<file path="src/rtl/tilt_pkg.sv">
package tilt_pkg;

    localparam int TILT_IMG_W   = 640;
    localparam int TILT_COORD_W = 10;
    localparam int TILT_ADDR_W  = 19;
    localparam int TILT_FRAC_W  = 8;

    typedef enum logic [1:0] {
        ST_IDLE,
        ST_SCAN,
        ST_DIV
    } tilt_state_e;

    typedef struct packed {
        logic flat;
        logic dir;
        logic err;
    } tilt_flags_t;

endpackage

</file>
<file path="src/rtl/tilt_col_scan.sv">
module tilt_col_scan #(
    parameter int IMG_W   = 640,
    parameter int COORD_W = 10,
    parameter int ADDR_W  = 19
) (
    input  logic               clk,
    input  logic               rst,
    input  logic               go,
    input  logic [COORD_W-1:0] org_x,
    input  logic [COORD_W-1:0] org_y,
    input  logic [COORD_W-1:0] span_w,
    input  logic [COORD_W-1:0] inset,
    input  logic [COORD_W-1:0] span_h,
    output logic               mem_rd,
    output logic [ADDR_W-1:0]  mem_addr,
    input  logic               mem_rdata,
    output logic               both_hit,
    output logic               col_miss,
    output logic [COORD_W-1:0] depth_l,
    output logic [COORD_W-1:0] depth_r
);

    localparam int NCOL = 2;

    logic               active_q;
    logic               phase_q;
    logic               pend_v_q;
    logic               pend_col_q;
    logic [NCOL-1:0]    found_q;
    logic [COORD_W-1:0] row_q [NCOL];
    logic [COORD_W-1:0] col_x [NCOL];
    logic [NCOL-1:0]    hit_now;
    logic               miss_now;

    // Column positions and per-column hit detection on the returning read
    for (genvar i = 0; i < NCOL; i++) begin : g_col
        if (i == 0) begin : g_left
            assign col_x[i] = org_x + inset;
        end else begin : g_right
            assign col_x[i] = org_x + span_w - inset;
        end
        assign hit_now[i] = pend_v_q && (pend_col_q == 1'(i)) && mem_rdata;
    end

    assign miss_now = pend_v_q && !mem_rdata && (row_q[pend_col_q] == span_h);

    // Issue for the column owning this phase unless it already hit or a miss ends the job
    assign mem_rd   = active_q && !found_q[phase_q] && !miss_now;
    assign mem_addr = (ADDR_W'(org_y) + ADDR_W'(row_q[phase_q]) - ADDR_W'(1)) * ADDR_W'(IMG_W)
                    + ADDR_W'(col_x[phase_q]);

    always_ff @(posedge clk) begin
        if (rst) begin
            active_q   <= 1'b0;
            phase_q    <= 1'b0;
            pend_v_q   <= 1'b0;
            pend_col_q <= 1'b0;
            found_q    <= '0;
            row_q[0]   <= '0;
            row_q[1]   <= '0;
            depth_l    <= '0;
            depth_r    <= '0;
            both_hit   <= 1'b0;
            col_miss   <= 1'b0;
        end else begin
            both_hit <= 1'b0;
            col_miss <= 1'b0;
            if (!active_q) begin
                pend_v_q <= 1'b0;
                if (go) begin
                    active_q <= 1'b1;
                    phase_q  <= 1'b0;
                    found_q  <= '0;
                    row_q[0] <= COORD_W'(1);
                    row_q[1] <= COORD_W'(1);
                end
            end else begin
                phase_q    <= ~phase_q;
                pend_v_q   <= mem_rd;
                pend_col_q <= phase_q;
                if (pend_v_q) begin
                    if (mem_rdata) begin
                        found_q[pend_col_q] <= 1'b1;
                        if (pend_col_q) depth_r <= row_q[1];
                        else            depth_l <= row_q[0];
                    end else if (!miss_now) begin
                        row_q[pend_col_q] <= row_q[pend_col_q] + COORD_W'(1);
                    end
                end
                if (miss_now) begin
                    col_miss <= 1'b1;
                    active_q <= 1'b0;
                end else if ((found_q | hit_now) == {NCOL{1'b1}}) begin
                    both_hit <= 1'b1;
                    active_q <= 1'b0;
                end
            end
        end
    end

endmodule

</file>
<file path="src/rtl/tilt_udiv.sv">
module tilt_udiv #(
    parameter int NUM_W = 18,
    parameter int DEN_W = 10
) (
    input  logic             clk,
    input  logic             rst,
    input  logic             go,
    input  logic [NUM_W-1:0] num,
    input  logic [DEN_W-1:0] den,
    output logic             fin,
    output logic [NUM_W-1:0] quo
);

    localparam int CNT_W = $clog2(NUM_W + 1);

    logic [DEN_W:0]   rem_q;
    logic [NUM_W-1:0] sh_q;
    logic [CNT_W-1:0] cnt_q;
    logic             run_q;
    logic [DEN_W:0]   trial;
    logic             fits;

    // One restoring step: bring down the next numerator bit and try the divisor
    assign trial = {rem_q[DEN_W-1:0], sh_q[NUM_W-1]};
    assign fits  = trial >= {1'b0, den};
    assign quo   = sh_q;

    always_ff @(posedge clk) begin
        if (rst) begin
            rem_q <= '0;
            sh_q  <= '0;
            cnt_q <= '0;
            run_q <= 1'b0;
            fin   <= 1'b0;
        end else begin
            fin <= 1'b0;
            if (go) begin
                rem_q <= '0;
                sh_q  <= num;
                cnt_q <= CNT_W'(NUM_W);
                run_q <= 1'b1;
            end else if (run_q) begin
                rem_q <= fits ? (trial - {1'b0, den}) : trial;
                sh_q  <= {sh_q[NUM_W-2:0], fits};
                cnt_q <= cnt_q - CNT_W'(1);
                if (cnt_q == CNT_W'(1)) begin
                    run_q <= 1'b0;
                    fin   <= 1'b1;
                end
            end
        end
    end

endmodule

</file>
<file path="src/rtl/plate_tilt_est.sv">
module plate_tilt_est
    import tilt_pkg::*;
#(
    parameter int IMG_W   = TILT_IMG_W,
    parameter int COORD_W = TILT_COORD_W,
    parameter int ADDR_W  = TILT_ADDR_W,
    parameter int FRAC_W  = TILT_FRAC_W,
    localparam int NUM_W   = COORD_W + FRAC_W,
    localparam int RATIO_W = NUM_W + 1,
    localparam int DD_W    = COORD_W + 1
) (
    input  logic               clk,
    input  logic               rst,
    input  logic               start,
    input  logic [COORD_W-1:0] org_x,
    input  logic [COORD_W-1:0] org_y,
    input  logic [COORD_W-1:0] span_w,
    input  logic [COORD_W-1:0] inset,
    input  logic [COORD_W-1:0] span_h,
    output logic               mem_rd,
    output logic [ADDR_W-1:0]  mem_addr,
    input  logic               mem_rdata,
    output logic               busy,
    output logic               done,
    output logic [RATIO_W-1:0] ratio,
    output logic               flat,
    output logic               dir,
    output logic               err
);

    typedef struct packed {
        logic [COORD_W-1:0] ox;
        logic [COORD_W-1:0] oy;
        logic [COORD_W-1:0] w;
        logic [COORD_W-1:0] ins;
        logic [COORD_W-1:0] h;
    } region_t;

    tilt_state_e        state_q;
    region_t            cfg_q;
    tilt_flags_t        flags_q;
    logic               scan_go_q;
    logic               div_go_q;
    logic [COORD_W-1:0] den_q;

    logic               hit_both;
    logic               col_miss;
    logic [COORD_W-1:0] depth_l;
    logic [COORD_W-1:0] depth_r;
    logic               div_fin;
    logic [NUM_W-1:0]   quo;

    logic [DD_W-1:0]    dd;
    logic [DD_W-1:0]    dd_neg;
    logic [COORD_W-1:0] dd_mag;
    logic [COORD_W-1:0] run_len;
    logic [NUM_W-1:0]   num;
    logic [RATIO_W-1:0] quo_ext;
    logic [RATIO_W-1:0] ratio_nx;

    // Depth difference, right minus left, and its magnitude
    assign dd      = {1'b0, depth_r} - {1'b0, depth_l};
    assign dd_neg  = -dd;
    assign dd_mag  = dd[DD_W-1] ? dd_neg[COORD_W-1:0] : dd[COORD_W-1:0];

    // Horizontal run between the probed columns, scaled to fixed point
    assign run_len  = cfg_q.w - {cfg_q.ins[COORD_W-2:0], 1'b0};
    assign num      = {run_len, {FRAC_W{1'b0}}};
    assign quo_ext  = {1'b0, quo};
    assign ratio_nx = flags_q.dir ? -quo_ext : quo_ext;

    assign busy = (state_q != ST_IDLE);
    assign flat = flags_q.flat;
    assign dir  = flags_q.dir;
    assign err  = flags_q.err;

    tilt_col_scan #(
        .IMG_W   (IMG_W),
        .COORD_W (COORD_W),
        .ADDR_W  (ADDR_W)
    ) u_scan (
        .clk       (clk),
        .rst       (rst),
        .go        (scan_go_q),
        .org_x     (cfg_q.ox),
        .org_y     (cfg_q.oy),
        .span_w    (cfg_q.w),
        .inset     (cfg_q.ins),
        .span_h    (cfg_q.h),
        .mem_rd    (mem_rd),
        .mem_addr  (mem_addr),
        .mem_rdata (mem_rdata),
        .both_hit  (hit_both),
        .col_miss  (col_miss),
        .depth_l   (depth_l),
        .depth_r   (depth_r)
    );

    tilt_udiv #(
        .NUM_W (NUM_W),
        .DEN_W (COORD_W)
    ) u_div (
        .clk (clk),
        .rst (rst),
        .go  (div_go_q),
        .num (num),
        .den (den_q),
        .fin (div_fin),
        .quo (quo)
    );

    always_ff @(posedge clk) begin
        if (rst) begin
            state_q   <= ST_IDLE;
            cfg_q     <= '0;
            flags_q   <= '0;
            scan_go_q <= 1'b0;
            div_go_q  <= 1'b0;
            den_q     <= '0;
            ratio     <= '0;
            done      <= 1'b0;
        end else begin
            done      <= 1'b0;
            scan_go_q <= 1'b0;
            div_go_q  <= 1'b0;
            unique case (state_q)
                ST_IDLE: begin
                    if (start) begin
                        cfg_q     <= '{ox: org_x, oy: org_y, w: span_w, ins: inset, h: span_h};
                        scan_go_q <= 1'b1;
                        state_q   <= ST_SCAN;
                    end
                end
                ST_SCAN: begin
                    if (col_miss) begin
                        flags_q <= '{flat: 1'b0, dir: 1'b0, err: 1'b1};
                        ratio   <= '0;
                        done    <= 1'b1;
                        state_q <= ST_IDLE;
                    end else if (hit_both) begin
                        if (dd == '0) begin
                            flags_q <= '{flat: 1'b1, dir: 1'b0, err: 1'b0};
                            ratio   <= '0;
                            done    <= 1'b1;
                            state_q <= ST_IDLE;
                        end else begin
                            flags_q  <= '{flat: 1'b0, dir: dd[DD_W-1], err: 1'b0};
                            den_q    <= dd_mag;
                            div_go_q <= 1'b1;
                            state_q  <= ST_DIV;
                        end
                    end
                end
                ST_DIV: begin
                    if (div_fin) begin
                        ratio   <= ratio_nx;
                        done    <= 1'b1;
                        state_q <= ST_IDLE;
                    end
                end
                default: state_q <= ST_IDLE;
            endcase
        end
    end

endmodule

</file>
<file path="config.mk">
export PLATFORM = sky130hd
export DESIGN_NAME = plate_tilt_est
export DESIGN_NICKNAME = d
export VERILOG_FILES = /design/src/rtl/tilt_pkg.sv /design/src/rtl/tilt_col_scan.sv /design/src/rtl/tilt_udiv.sv /design/src/rtl/plate_tilt_est.sv
export SDC_FILE = /design/constraint.sdc
export NUM_CORES = 1
export LEC_CHECK = 0
export ABC_AREA = 1
export BUFFER_PORTS_ARGS = -buffer_cell sky130_fd_sc_hd__buf_2
export CAP_MARGIN = 20
export CORE_UTILIZATION = 55
export CTS_BUF_LIST = sky130_fd_sc_hd__clkbuf_16
export CTS_CLUSTER_DIAMETER = 150
export CTS_CLUSTER_SIZE = 8
export DETAILED_ROUTE_END_ITERATION = 8
export HOLD_SLACK_MARGIN = 0.06
export PLACE_DENSITY = 0.87
export SLEW_MARGIN = 20
export SYNTH_ARGS = -nofsm -noshare
export SYNTH_HDL_FRONTEND = slang
export SYNTH_SLANG_ARGS = --single-unit
</file>
<file path="constraint.sdc">
create_clock -name clk -period 4.55 [get_ports clk]
set_input_delay 0.6825 -clock clk [delete_from_list [all_inputs] [get_ports clk]]
set_output_delay 0.6825 -clock clk [all_outputs]
set_load 0.005 [all_outputs]
</file>
==> summary.md <==
| Metric | Value |
|---|---|
| Worst-case clock buffer depth | `2` |
| Routed via count | `12.5k` |
| FP Rows | `52` |
| Syn_area_per_cell | `6.79 um^2` |
| Power density over the cells | `928 mW/mm^2` |
| CP Class | `reg -> out` |
| Clock Skew | `0.0159 ns` |
| Slowest cell on crit path | `ha_1` |
| Fin crit period | `5.25 ns` |
| Async SR Flop Fraction | `0%` |
| DRT Pass-1 Iters | `6` |
| Seq. cell area | `0.00365 mm^2` |
| CP bufs+invs | `7` |
| PortBufs | `97` |
| VDD IR max | `2.48 mV` |
| CTS clk-pin slew, worst paths | `0.06 ns` |
| Worst-Margin Slew | `0.876 ns` |
| Arr. time, crit path | `4.57 ns` |
| Via density per instance | `5.82` |
| FILL cells | `1479` |
| Core Footprint | `0.0205 mm^2` |
| F_max | `190 MHz` |
| Post-synth EDFFs | `20` |
| Num ports | `98` |
| Max_cap viols | `0` |
| Die W | `148 um` |
| Fin crit share | `115%` |
| Area grow syn2layout | `23.2%` |
| Failing checks | `setup timing` |
| Synth Cell Area | `0.0117 mm^2` |
| Cts hold-fix bufs | `0` |
| Setup TNS | `-3.56 ns` |
| Multi-input gate area | `0.00761 mm^2` |
| Worst Hold Class | `reg -> reg` |
| Sequential share of power | `14.5%` |
| Post-Syn Nets | `1869` |
| # clock sinks | `172` |
| Startpoint types | `flip-flop` |
| RSZ-0062 raised after global routing | `yes` |
| Top cells by area, synth | `dfxtp_1 26%, nand2_1 11%, ha_1 8.8%` |
| Distinct cells, synth | `49` |
| Routed Antenna Nets | `0` |
| NetSw | `6220 uW` |
| Die area | `0.0218 mm^2` |
| Hold Vio Cnt, Final | `0` |
| Setup WS post-layout | `-0.704 ns` |
| Remaining global-route overflow | `0` |
| Sw frac | `46.6%` |
| Top delay family on crit path | `simple AND/OR/NAND/NOR gates` |
| Synth Instances | `1717` |
| Hpwl dp | `21700 um` |
| Yosys top cell area share | `26.1%` |
| DRC viols | `0` |
| Status | `finished, violations left` |
| Per-cell routed wire length | `16.4 um` |
| Largest net degree at the start of global routing | `74` |
| All-layer global routing usage | `29.6%` |
| Ys flop type | `dfxtp_1` |
| Slew HR | `41.5%` |
| Crit. End Element | `primary output` |
| Finish-stage setup viols | `9` |
| Pint | `7120 uW` |
| Placed cell count | `2092` |
| Combinational share of power | `74.2%` |
| Total number of yosys warnings | `0` |
| Layout cells sized above 1 | `21.5%` |
| Root buf cell | `clkbuf_16` |
| Die outline height | `148 um` |
| Nets | `2022` |
| Fin area | `0.0144 mm^2` |
| FF+latch count, synth | `172` |
| Clk_lat worst skew | `0.45 ns` |
| Crit-path max FO | `12` |
| Static Leak | `0.00681 uW` |
| Final non-filler cell total | `2153` |
| Vias in the first global route | `11.6k` |
| Placed instance area | `0.0127 mm^2` |
| Clock power frac | `11.3%` |
| Num CTS Buffers | `17` |
| Final Wtd Congestion | `0.913` |
| Most common cell in the netlist | `nand2_1` |
| Yosys top cell by area | `dfxtp_1` |
| Initial DRC Count | `1155` |
| Most frequent cells after synthesis | `347 x nand2_1, 252 x inv_1, 193 x nor2_1, 152 x dfxtp_1, 148 x o21ai_0` |
| Post-synthesis sequential area ratio | `31.2%` |
| Max Slew Vio Count | `0` |
| Initial antenna violation count | `1` |
| # H-tree levels | `4` |
| CP required | `3.87 ns` |
| First-pass GRT wire length | `52500 um` |
| CTS tree | `yes` |
| DRT Wirelength | `35300 um` |
| Starting density of the core | `56.9%` |
| Delay of the slowest critical-path stage | `0.38 ns` |
-- metal layers --
metal | GRT usage, % | part of all wire [%] | vias to the layer above
met3 | 5.86 | 8.3 | 206
li1 | - | - | 5885
met2 | 51.1 | 48 | 729
met5 | 0 | 0 | -
met4 | 14.6 | 5.5 | 0
met1 | 35.0 | 38 | 5711
-- timing repair --
item                                    4_1_cts  5_1_grt
gates cloned                                  0        0
endpoints found under the setup margin        9       10
setup buffers                                24       18
endpoints found under the hold margin         0        0
pin swaps                                    49       73
gates resized for setup                     123       86
-- placed cells by master (no fill, tap or decap), types with 4 or more instances in the layout --
master | synthesis | routed
nand4_1 | 18 | 18
o211ai_1 | 5 | 5
nand2_1 | 347 | 311
ha_2 | 0 | 4
nand2_2 | 8 | 35
edfxtp_1 | 20 | 20
xnor2_1 | 21 | 18
inv_2 | 2 | 23
dfxtp_2 | 0 | 4
inv_6 | 0 | 4
buf_6 | 0 | 13
buf_2 | 5 | 97
nand3_2 | 1 | 10
xor2_2 | 0 | 5
nand3_1 | 129 | 115
nor2_2 | 4 | 12
fa_1 | 16 | 12
o22ai_1 | 7 | 7
dfxtp_1 | 152 | 148
a21oi_1 | 139 | 128
nor2_1 | 193 | 179
a31oi_1 | 9 | 8
or2_2 | 7 | 5
fa_2 | 0 | 4
inv_1 | 252 | 231
o21ai_1 | 5 | 10
ha_1 | 82 | 62
clkbuf_16 | 0 | 17
buf_4 | 5 | 80
ha_4 | 0 | 16
nor3_1 | 16 | 13
o21ai_0 | 148 | 136
nor2_4 | 1 | 7
nand2_4 | 1 | 10
xor2_1 | 33 | 26
a21oi_2 | 10 | 18
o21ai_2 | 1 | 7
nand3_4 | 1 | 6
nand3b_1 | 11 | 11
-- power by group through the flow --
| stage | sequential (uW) | combinational [uW] | clock (uW) |
|---|---|---|---|
| floorplan | 1910 | 3910 | 0 |
| global placement | 1930 | 6100 | 0 |
| detailed placement | 1940 | 6250 | 0 |
| CTS | 1910 | 7960 | 1500 |
| global route | 1950 | 10500 | 1560 |
| finish | 1930 | 9900 | 1510 |
-- stage by stage --
stage / hold slack, ns / utilization [%] / worst slack, ns / power, uW
3_5_place_dp: 0.464 / 62.0 / -0.230 / 8190
5_1_grt: 0.506 / 70.1 / -0.869 / 14000
3_3_place_gp: 0.454 / 62.0 / -0.0934 / 8030
2_1_floorplan: 0.433 / - / 0.0146 / 5820
6_report: 0.481 / 70.1 / -0.704 / 13300
4_1_cts: 0.478 / 67.9 / -0.316 / 11400
-- sequential cells by signal, indices dropped and copies added, names as in the netlist, 10 cells and up, named ones only --
signal and cells:
cfg_q 50, u_scan.row_q 20, ratio 19, u_div.quo 18, den_q 10, u_div.rem_q 10
u_scan.depth_l 10, u_scan.depth_r 10
-- worst min-delay path: cells and delay by family (launching register included) --
kind | cells | cell delay [ns]
compound gates | 1 | 0.04
flops | 1 | 0.33
simple gates | 1 | 0.08
-- final cells by class --
class / instances / share of cell area, %
repair buffers: 190 / 8.57
well taps: 270 / 2.35
flip-flops and latches: 172 / 25.4
diodes: 1 / 0.0174
clock buffers: 17 / 2.96
clock inverters: 14 / 1.15
inverters: 254 / 6.64
multi-input cells: 1235 / 52.9
-- logic make-up (layout without fill, tap and decap cells) --
logic type | Yosys count | count (layout) | share of synthesized area [%]
AO/OA/AOI/OAI | 341 | 341 | 15.7
XOR/XNOR | 54 | 54 | 4.05
other | 0 | 1 | 0
AND/OR/NAND/NOR | 741 | 741 | 26.9
multiplexers | 1 | 1 | 0.0858
adder cells (fa/ha/maj) | 98 | 98 | 11.5
flip-flops | 172 | 172 | 31.2
buffers and inverters | 310 | 475 | 10.4
-- worst paths after layout --
path | startpoint | endpoint | slack [ns] | depth (start not counted)
hold reg to reg | ratio[8] | ratio[8] | 0.48 | 2
setup reg to reg | flip-flop | u_scan.row_q[0][7] | 1.31 | 7
hold / removal | ratio[8] | ratio[8] | 0.48 | 2
setup / recovery | flip-flop | mem_addr[18] | -0.70 | 26
No activity file was read; power rests on OpenSTA's default activity.
